[src/rtl/xmb_pkg.sv]
package xmb_pkg;

    localparam int BYTE_W = 8;
    localparam int WORD_W = 2 * BYTE_W;
    localparam int WAIT_W = 2;

    // Control register bit positions (software decodes these).
    localparam int CFG_REL_BIT  = 7;
    localparam int CFG_WAIT_LSB = 4;
    localparam int CFG_MODE_LSB = 0;

    typedef struct packed {
        logic              release_pins;
        logic [WAIT_W-1:0] wait_code;
        logic [1:0]        wmode;
    } cfg_t;

    typedef struct packed {
        logic oe;
        logic rd;
        logic wrh;
        logic wrl;
        logic ube;
        logic lbe;
    } strb_t;

endpackage

[src/rtl/xmb_cfg_reg.sv]
module xmb_cfg_reg
    import xmb_pkg::*;
(
    input  logic              clk,
    input  logic              rst_n,
    input  logic              int_only,
    input  logic              cfg_we,
    input  logic [BYTE_W-1:0] cfg_wdata,
    output logic [BYTE_W-1:0] cfg_rdata,
    output cfg_t              cfg
);

    cfg_t cfg_d, cfg_q;

    always_comb begin
        cfg_d = cfg_q;
        if (cfg_we && !int_only) begin
            cfg_d.release_pins = cfg_wdata[CFG_REL_BIT];
            cfg_d.wait_code    = cfg_wdata[CFG_WAIT_LSB +: WAIT_W];
            cfg_d.wmode        = cfg_wdata[CFG_MODE_LSB +: 2];
        end
    end

    always_ff @(posedge clk or negedge rst_n) begin
        if (!rst_n) cfg_q <= '0;
        else        cfg_q <= cfg_d;
    end

    always_comb begin
        cfg_rdata                         = '0;
        cfg_rdata[CFG_REL_BIT]            = cfg_q.release_pins;
        cfg_rdata[CFG_WAIT_LSB +: WAIT_W] = cfg_q.wait_code;
        cfg_rdata[CFG_MODE_LSB +: 2]      = cfg_q.wmode;
    end

    assign cfg = cfg_q;

    AST_CFG_LOCKED: assert property (@(posedge clk) disable iff (!rst_n)
        (int_only && cfg_we) |=> $stable(cfg_q));

endmodule

[src/rtl/xmb_seq.sv]
module xmb_seq
    import xmb_pkg::*;
#(
    parameter int ADDR_W = 16
) (
    input  logic              clk,
    input  logic              rst_n,
    input  cfg_t              cfg,
    input  logic              req,
    input  logic              req_we,
    input  logic [ADDR_W-1:0] req_addr,
    input  logic [BYTE_W-1:0] req_wdata,
    input  logic [WORD_W-1:0] bus_din,
    output logic              ack,
    output logic [BYTE_W-1:0] rd_data,
    output logic [ADDR_W-2:0] bus_addr,
    output logic [WORD_W-1:0] bus_dout,
    output strb_t             strb,
    output logic              busy
);

    typedef struct packed {
        logic              busy;
        logic [WAIT_W-1:0] cnt;
        logic              rd_acc;
        logic              lsb;
        logic [ADDR_W-2:0] addr;
        logic [WORD_W-1:0] dout;
        strb_t             strb;
        logic [BYTE_W-1:0] lo;
        logic              ack;
        logic [BYTE_W-1:0] rdata;
    } st_t;

    st_t st_d, st_q;
    logic a0;

    assign a0 = req_addr[0];

    always_comb begin
        st_d     = st_q;
        st_d.ack = 1'b0;
        if (!st_q.busy) begin
            if (req) begin
                if (req_we && cfg.wmode[1] && !a0) begin
                    // word mode, low half: latch only
                    st_d.lo  = req_wdata;
                    st_d.ack = 1'b1;
                end else begin
                    st_d.busy   = 1'b1;
                    st_d.cnt    = ~cfg.wait_code;
                    st_d.addr   = req_addr[ADDR_W-1:1];
                    st_d.lsb    = a0;
                    st_d.rd_acc = !req_we;
                    st_d.dout   = '0;
                    st_d.strb   = '0;
                    if (!req_we) begin
                        st_d.strb.rd  = 1'b1;
                        st_d.strb.ube = a0;
                        st_d.strb.lbe = !a0;
                    end else if (cfg.wmode[1]) begin
                        st_d.dout     = {req_wdata, st_q.lo};
                        st_d.strb.oe  = 1'b1;
                        st_d.strb.wrh = 1'b1;
                        st_d.strb.ube = 1'b1;
                        st_d.strb.lbe = 1'b1;
                    end else if (cfg.wmode[0]) begin
                        st_d.dout     = {req_wdata, req_wdata};
                        st_d.strb.oe  = 1'b1;
                        st_d.strb.wrh = 1'b1;
                        st_d.strb.ube = a0;
                        st_d.strb.lbe = !a0;
                    end else begin
                        st_d.dout     = {req_wdata, req_wdata};
                        st_d.strb.oe  = 1'b1;
                        st_d.strb.wrh = a0;
                        st_d.strb.wrl = !a0;
                    end
                end
            end
        end else if (st_q.cnt == '0) begin
            st_d.busy = 1'b0;
            st_d.ack  = 1'b1;
            st_d.strb = '0;
            st_d.dout = '0;
            if (st_q.rd_acc)
                st_d.rdata = st_q.lsb ? bus_din[WORD_W-1:BYTE_W] : bus_din[BYTE_W-1:0];
        end else begin
            st_d.cnt = st_q.cnt - 1'b1;
        end
    end

    always_ff @(posedge clk or negedge rst_n) begin
        if (!rst_n) st_q <= '0;
        else        st_q <= st_d;
    end

    assign ack      = st_q.ack;
    assign rd_data  = st_q.rdata;
    assign bus_addr = st_q.addr;
    assign bus_dout = st_q.dout;
    assign strb     = st_q.strb;
    assign busy     = st_q.busy;

    AST_ACK_PULSE: assert property (@(posedge clk) disable iff (!rst_n)
        ack |=> !ack);
    AST_ACK_ENDS_ACCESS: assert property (@(posedge clk) disable iff (!rst_n)
        $fell(busy) |-> ack);
    AST_WR_EXCL: assert property (@(posedge clk) disable iff (!rst_n)
        !(strb.wrh && strb.wrl));
    AST_NO_RD_ON_WRITE: assert property (@(posedge clk) disable iff (!rst_n)
        strb.rd |-> !strb.oe);

endmodule

[src/rtl/xmb_pin_mux.sv]
module xmb_pin_mux #(
    parameter int PAD_W = 16
) (
    input  logic             clk,
    input  logic             rst_n,
    input  logic             release_pins,
    input  logic             busy,
    input  logic [PAD_W-1:0] bus_side,
    input  logic [PAD_W-1:0] gpio_side,
    output logic             own,
    output logic [PAD_W-1:0] pad
);

    assign own = !release_pins || busy;

    for (genvar i = 0; i < PAD_W; i++) begin : g_pad
        assign pad[i] = own ? bus_side[i] : gpio_side[i];
    end

    AST_OWN_DURING_ACCESS: assert property (@(posedge clk) disable iff (!rst_n)
        busy |-> (own && pad == bus_side));

endmodule

[src/rtl/xmb_ctrl.sv]
module xmb_ctrl
    import xmb_pkg::*;
#(
    parameter int ADDR_W = 16,
    parameter int PAD_W  = 16
) (
    input  logic              clk,
    input  logic              rst_n,
    input  logic              int_only,
    input  logic              cfg_we,
    input  logic [7:0]        cfg_wdata,
    output logic [7:0]        cfg_rdata,
    input  logic              req,
    input  logic              req_we,
    input  logic [ADDR_W-1:0] req_addr,
    input  logic [7:0]        req_wdata,
    output logic              ack,
    output logic [7:0]        rd_data,
    output logic [ADDR_W-2:0] bus_addr,
    output logic [15:0]       bus_dout,
    input  logic [15:0]       bus_din,
    output logic              bus_oe,
    output logic              bus_rd,
    output logic              bus_wrh,
    output logic              bus_wrl,
    output logic              bus_ube,
    output logic              bus_lbe,
    output logic              bus_own,
    input  logic [PAD_W-1:0]  gpio_dout,
    output logic [PAD_W-1:0]  pad_dout
);

    localparam int COPY_W = (PAD_W < WORD_W) ? PAD_W : WORD_W;

    cfg_t             cfg;
    strb_t            strb;
    logic             busy;
    logic [PAD_W-1:0] bus_side;

    xmb_cfg_reg u_cfg (
        .clk       (clk),
        .rst_n     (rst_n),
        .int_only  (int_only),
        .cfg_we    (cfg_we),
        .cfg_wdata (cfg_wdata),
        .cfg_rdata (cfg_rdata),
        .cfg       (cfg)
    );

    xmb_seq #(.ADDR_W(ADDR_W)) u_seq (
        .clk       (clk),
        .rst_n     (rst_n),
        .cfg       (cfg),
        .req       (req),
        .req_we    (req_we),
        .req_addr  (req_addr),
        .req_wdata (req_wdata),
        .bus_din   (bus_din),
        .ack       (ack),
        .rd_data   (rd_data),
        .bus_addr  (bus_addr),
        .bus_dout  (bus_dout),
        .strb      (strb),
        .busy      (busy)
    );

    always_comb begin
        bus_side             = '0;
        bus_side[COPY_W-1:0] = bus_dout[COPY_W-1:0];
    end

    xmb_pin_mux #(.PAD_W(PAD_W)) u_pins (
        .clk          (clk),
        .rst_n        (rst_n),
        .release_pins (cfg.release_pins),
        .busy         (busy),
        .bus_side     (bus_side),
        .gpio_side    (gpio_dout),
        .own          (bus_own),
        .pad          (pad_dout)
    );

    assign bus_oe  = strb.oe;
    assign bus_rd  = strb.rd;
    assign bus_wrh = strb.wrh;
    assign bus_wrl = strb.wrl;
    assign bus_ube = strb.ube;
    assign bus_lbe = strb.lbe;

endmodule

[config.mk]
export PLATFORM = sky130hd
export DESIGN_NAME = xmb_ctrl
export DESIGN_NICKNAME = d
export VERILOG_FILES = /design/src/rtl/xmb_pkg.sv /design/src/rtl/xmb_cfg_reg.sv /design/src/rtl/xmb_seq.sv /design/src/rtl/xmb_pin_mux.sv /design/src/rtl/xmb_ctrl.sv
export SDC_FILE = /design/constraint.sdc
export NUM_CORES = 1
export LEC_CHECK = 0
export ABC_AREA = 1
export BUFFER_PORTS_ARGS = -buffer_cell sky130_fd_sc_hd__clkbuf_2
export CAP_MARGIN = 15
export CORE_MARGIN = 3
export CORE_UTILIZATION = 26
export DETAILED_ROUTE_END_ITERATION = 16
export GPL_ROUTABILITY_DRIVEN = 0
export PLACE_DENSITY = 0.59
export RECOVER_POWER = 100
export SETUP_SLACK_MARGIN = 0.3
export SYNTH_ARGS = -nofsm -noshare
export SYNTH_HDL_FRONTEND = slang
export SYNTH_SLANG_ARGS = --single-unit
[constraint.sdc]
create_clock -name clk -period 2.3 [get_ports clk]
set_input_delay 0.345 -clock clk [delete_from_list [all_inputs] [get_ports clk]]
set_output_delay 0.345 -clock clk [all_outputs]
set_load 0.02 [all_outputs]
# Yosys cells after proc, flatten, opt, wreduce, memory -nomap -nowiden
# Index checks and enable logic that the tools add are counted.
# op_classes
bitwise,3
addsub,1
reduce_logical,15
eq_ne,3
n_mux,39
# op_table
operator,count
51-bit 2-to-1 mux,1
22-bit 2-to-1 mux,2
42-bit 2-to-1 mux,1
9-bit 2-to-1 mux,3
1-bit 2-to-1 mux,23
17-bit 2-to-1 mux,1
8-bit 2-to-1 mux,2
3-bit AND reduction,5
2-bit 2-to-1 mux,5
1-bit logical NOT,4
2-bit inequality test (second input constant),2
1-bit logical AND,3
3-bit 2-to-1 mux,1
2-bit logical NOT,1
2-bit by 1-bit inequality test with 1-bit output (second input constant),1
1-bit inverter,2
2-bit inverter,1
2-bit nonzero test,1
2-bit by 1-bit subtractor with 2-bit output (second input constant),1
1-bit logical OR,1
# word_totals
output_inout_bits,71
in_bits,70
wordCells,79
ff_bits,64

# Logic depth before layout (Yosys ltp)
# depth
word_depth,7
depth_mapped,8
ltp_nobuf,8

# Modules after synthesis
# A second synthesis with hierarchy kept.
# hier_totals
cells_unflattened,439
hier_area_um2,3525.9
# modules_own_cells
module,area_per_inst_um2,instances,cells_per_inst,seq_area_each_um2
xmb_seq,2994.1,1,354,1476.4
xmb_pin_mux,270.3,1,54,0.0
xmb_cfg_reg,261.5,1,31,125.1

# Worst setup path before layout
# Ideal clock, no wire load.
# synth_path
kind,register to output
from,"reg u_seq.st_q, in the netlist u_seq.busy"
to,out pad_dout[0]
setup_slack_ps,842
stages_incl_launch_ff,6
required_ps,1955
path_buffers,1
t_arrival_ps,1113
path_cell_list,dfrtp_1 -> inv_2 -> nand2_2 -> buf_4 -> nand2_1 -> nand2_1
# synth_via
elab_chain_cells,2
# synth_lines
element,line,text
start: declaration,xmb_seq.sv:35,"st_t st_d, st_q;"
start signal: assignment,xmb_seq.sv:95,else st_q <= st_d;
1-bit logical OR,xmb_pin_mux.sv:14,assign own = !release_pins || busy;
via bus_own,xmb_ctrl.sv:28,"output logic bus_own,"
1-bit 2-to-1 mux,xmb_pin_mux.sv:17,assign pad[i] = own ? bus_side[i] : gpio_side[i];
end: declaration,xmb_ctrl.sv:30,output logic [PAD_W-1:0] pad_dout
# The timed path passes the listed nets, and every way through them passes these cells.

# Worst setup path after layout
# layout_path
from,reg u_seq.st_q[56] (netlist bit)
to,"reg u_seq.st_q, in the netlist u_seq.rd_data[7]"
# layout_via
elab_chain_cells,2
# layout_lines
element,line,text
2-bit logical NOT,xmb_seq.sv:81,end else if (st_q.cnt == '0) begin
3-bit AND reduction (no source line),n/a,
# Every way passes these cells.
# A chain may end at the register's enable or synchronous reset.

==> run summary <==
Setup repair after global routing left no endpoint under its margin. Fraction of layout cells with a size suffix above 1: 0.200. Clock skew on the completed layout was measured at 5.56 ps.

The logs give 1 for the number of gates given a new drive strength after cts and 0 for the number of hold buffers added after CTS. The class of the worst hold path is in -> reg. Synthesis produced 398 cells. The most critical setup path has its endpoint at u_seq.rd_data[7]$_DFFE_PN0P_. The DRC violation count after routing was 0; the required time of the critical path was 2520 ps. In this run the critical register-to-register path is captured at u_seq.rd_data[7]$_DFFE_PN0P_. The final standard cell area without fillers is 0.00403 sq mm, and the worst setup slack for register-to-register paths is 460 ps.

The first global-routing pass estimated 14,000 microns of wire. The number of filler cells placed in the layout is 1,343. The total congestion overflow is 0, and the number of enable-type register cells in the synthesized netlist is 0. Type of element launching the critical path: a flop.

Tracing the worst setup path back leads to its startpoint at u_seq.st_q[56]$_DFFE_PN0P_. The async set or reset register ratio after synthesis was 1.00. The run gives 0 as the number of setup buffers added after CTS.

The maximum fanout along the worst path was 24. The die area is 0.0140 sq mm, and the final period utilization is 0.798. TritonCTS built the clock tree. The tools report the initial antenna violation count as 0. The region available for standard cell placement spans 0.0122 sq mm. IR analysis of the VDD net gives a maximum drop of 0.465 mV. Final worst setup slack: 464 ps. The cell sitting at the root of the clock tree is a clkbuf_16.

The setup slack after placement was 582 ps; the global-route usage over all layers was 0.124. The max-capacitance violation count is 0. The detailed router finished its first iteration with 114 violations. Buffers inserted during clock tree synthesis total 9. The remaining number of nets flagged by the antenna check after routing is 0, and the leakage power of the design is 2.05 nW. For the tightest hold margin, the log shows 212 ps. After synthesis, the netlist uses 25 different library cells. After the last flow step, the layout net total stands at 560. Compared with the post-synthesis result, the final layout area differs by 22.5%. The core utilization of the finished layout was 0.331; the worst-margin pin slew was 1470 ps.

Counting tap cells, the placed design contains a total of 646 instances. The critical path class is reg -> reg. For the overall power consumption, the log shows 5.59 mW. The run gives 0 as the number of slew-limit violations in the final report.

Across all layers, the routed design uses 2,827 vias. Averaged over all synthesized cells, the footprint is 8.26 sq um. The tools report the worst path arrival time as 2050 ps.

After synthesis the cells add up to 0.00329 sq mm. Counting I/O delays and the setup requirement, the final critical path takes 1840 ps. Counting cells, the worst reg-to-reg path comes to 6. CTS built an H-tree with a depth of 3. For this design, the sink count on the clock tree is 64. The clock latency of the later-clocked register in the worst-skew pair was 330 ps; the count of endpoints failing setup in the final report was 0. In this run the deepest clock path goes through 2 buffers. For the number of failing hold endpoints at the final stage, the log shows 0. The worst slew margin relative to its limit is 0.0169.

The worst register-to-register path begins at u_seq.st_q[56]$_DFFE_PN0P_. The finished layout holds 662 standard cells, fillers aside. The upper clock frequency limit is 0.545 GHz, and the post-detailed-placement half-perimeter wirelength is 6200 microns.

The total number of placement rows is 40, and the average routed wire per standard cell is 12.8 microns. The die extent in y was 118 microns. After routing, the total negative slack on setup checks comes to 0 ps. Once placement finished, the instance area stood at 0.00380 sq mm. Clock-pin slew was measured on the worst setup and hold paths at 50 ps. The power per cell area was 1390 mW/mm^2; the total length of routed wires was 8490 microns. The run finished with clean final reports. The mean number of vias per cell is 4.27. The tools report the critical path capture point type as a flop. The Yosys step of the flow raised 0 warnings. The run gives 41 as the maximum number of pins on one net before global-route repair. The number of port buffers was 134. The number of antenna diodes in the final layout is 0. 141 I/O pins were placed. The tools report the initial core utilization as 0.270. The via count of the first global-routing pass was 2,829. Synthesis inferred 64 register bits. For the sequential fraction of the synthesis area, the log shows 0.487. The x dimension of the die was 118 microns; the iteration count of the initial detailed-routing pass was 4. In the synthesized netlist the dominant register cell turns out to be dfrtp_1.
==> flip-flops by register name (all words and copies together) (netlist names) <==
register        cells
u_seq.rd_data       8
u_seq.st_q         12
u_cfg.cfg           5
u_seq.strb          6
u_seq.ack           1
u_seq.busy          1
u_seq.bus_addr     15
u_seq.bus_dout     16
==> layout make-up <==
| type | instances | area (sq um) | share of cell area |
|---|---|---|---|
| sequential | 64 | 1600 | 0.398 |
| multi-input combinational | 251 | 1160 | 0.287 |
| timing repair buffer | 137 | 636 | 0.158 |
| clock buffer | 10 | 239 | 0.0594 |
| tap | 168 | 210 | 0.0522 |
| inverter | 26 | 100 | 0.0249 |
| clock inverter | 6 | 82.6 | 0.0205 |
==> critical path, stage by stage, from the launching register on <==
cell	delay [ps]
dfrtp_1	380
inv_1	80
ha_1	210
nand2_4	200
nor2_2	550
nand3_1	160
o21a_1	150
==> layout by cell type (no fill, tap or decap), types with 4 or more instances in the layout <==
cell type	synthesis	routed
nand3_1	54	54
inv_1	22	23
o21a_1	8	8
clkbuf_16	0	9
o21ai_0	29	38
clkbuf_2	0	68
a21oi_1	4	4
nand2_1	125	127
dfrtp_1	64	63
nor2_1	6	6
clkbuf_1	2	66
==> Yosys cell counts (3+ instances only) <==
cell / instances / area share
nand2_1: 125 / 0.14
dfrtp_1: 64 / 0.49
nand3_1: 54 / 0.082
buf_4: 47 / 0.11
o21ai_0: 29 / 0.044
inv_1: 22 / 0.025
o21a_1: 8 / 0.018
o21ai_1: 7 / 0.011
nor2_1: 6 / 0.0069
buf_2: 5 / 0.0076
a21oi_1: 4 / 0.0061
nand2_2: 4 / 0.0076
buf_6: 3 / 0.010
inv_2: 3 / 0.0034
nor2_4: 3 / 0.010
==> how the worst min path moves through the flow <==
stage | startpoint | to | cells past startpoint
floorplan | rst_n | u_cfg.cfg[0]$_DFFE_PN0P_ | 0
global placement | rst_n | u_cfg.cfg[3]$_DFFE_PN0P_ | 1
detailed placement | rst_n | u_cfg.cfg[3]$_DFFE_PN0P_ | 1
CTS | rst_n | u_cfg.cfg[3]$_DFFE_PN0P_ | 1
global route | req_addr[5] | u_seq.bus_addr[4]$_DFFE_PN0P_ | 3
finish | req_addr[9] | u_seq.bus_addr[8]$_DFFE_PN0P_ | 3
==> report_power, final <==
part           total (mW)  switching (mW)  internal (mW)
Sequential           1.94           0.336           1.60
Clock                1.47           0.496          0.972
Combinational        2.18            1.54          0.643
==> cells by family (layout without fill, tap and decap cells) <==
family	after synthesis	count (layout)	synth area share
AO/OA/AOI/OAI	51	51	0.0868
flip-flops	64	64	0.487
buffers and inverters	85	179	0.159
AND/OR/NAND/NOR	196	196	0.262
adder cells (fa/ha/maj)	1	1	0.00381
other	1	3	0.00114
==> metal layers <==
layer | up-vias | wire (microns) | global-route usage
met5 | - | 0 | 0
met4 | 0 | 91 | 0.0456
met3 | 8 | 719 | 0.0421
met2 | 105 | 4060 | 0.209
met1 | 1306 | 3620 | 0.148
li1 | 1408 | - | -
No activity file was read; power rests on OpenSTA's default activity.
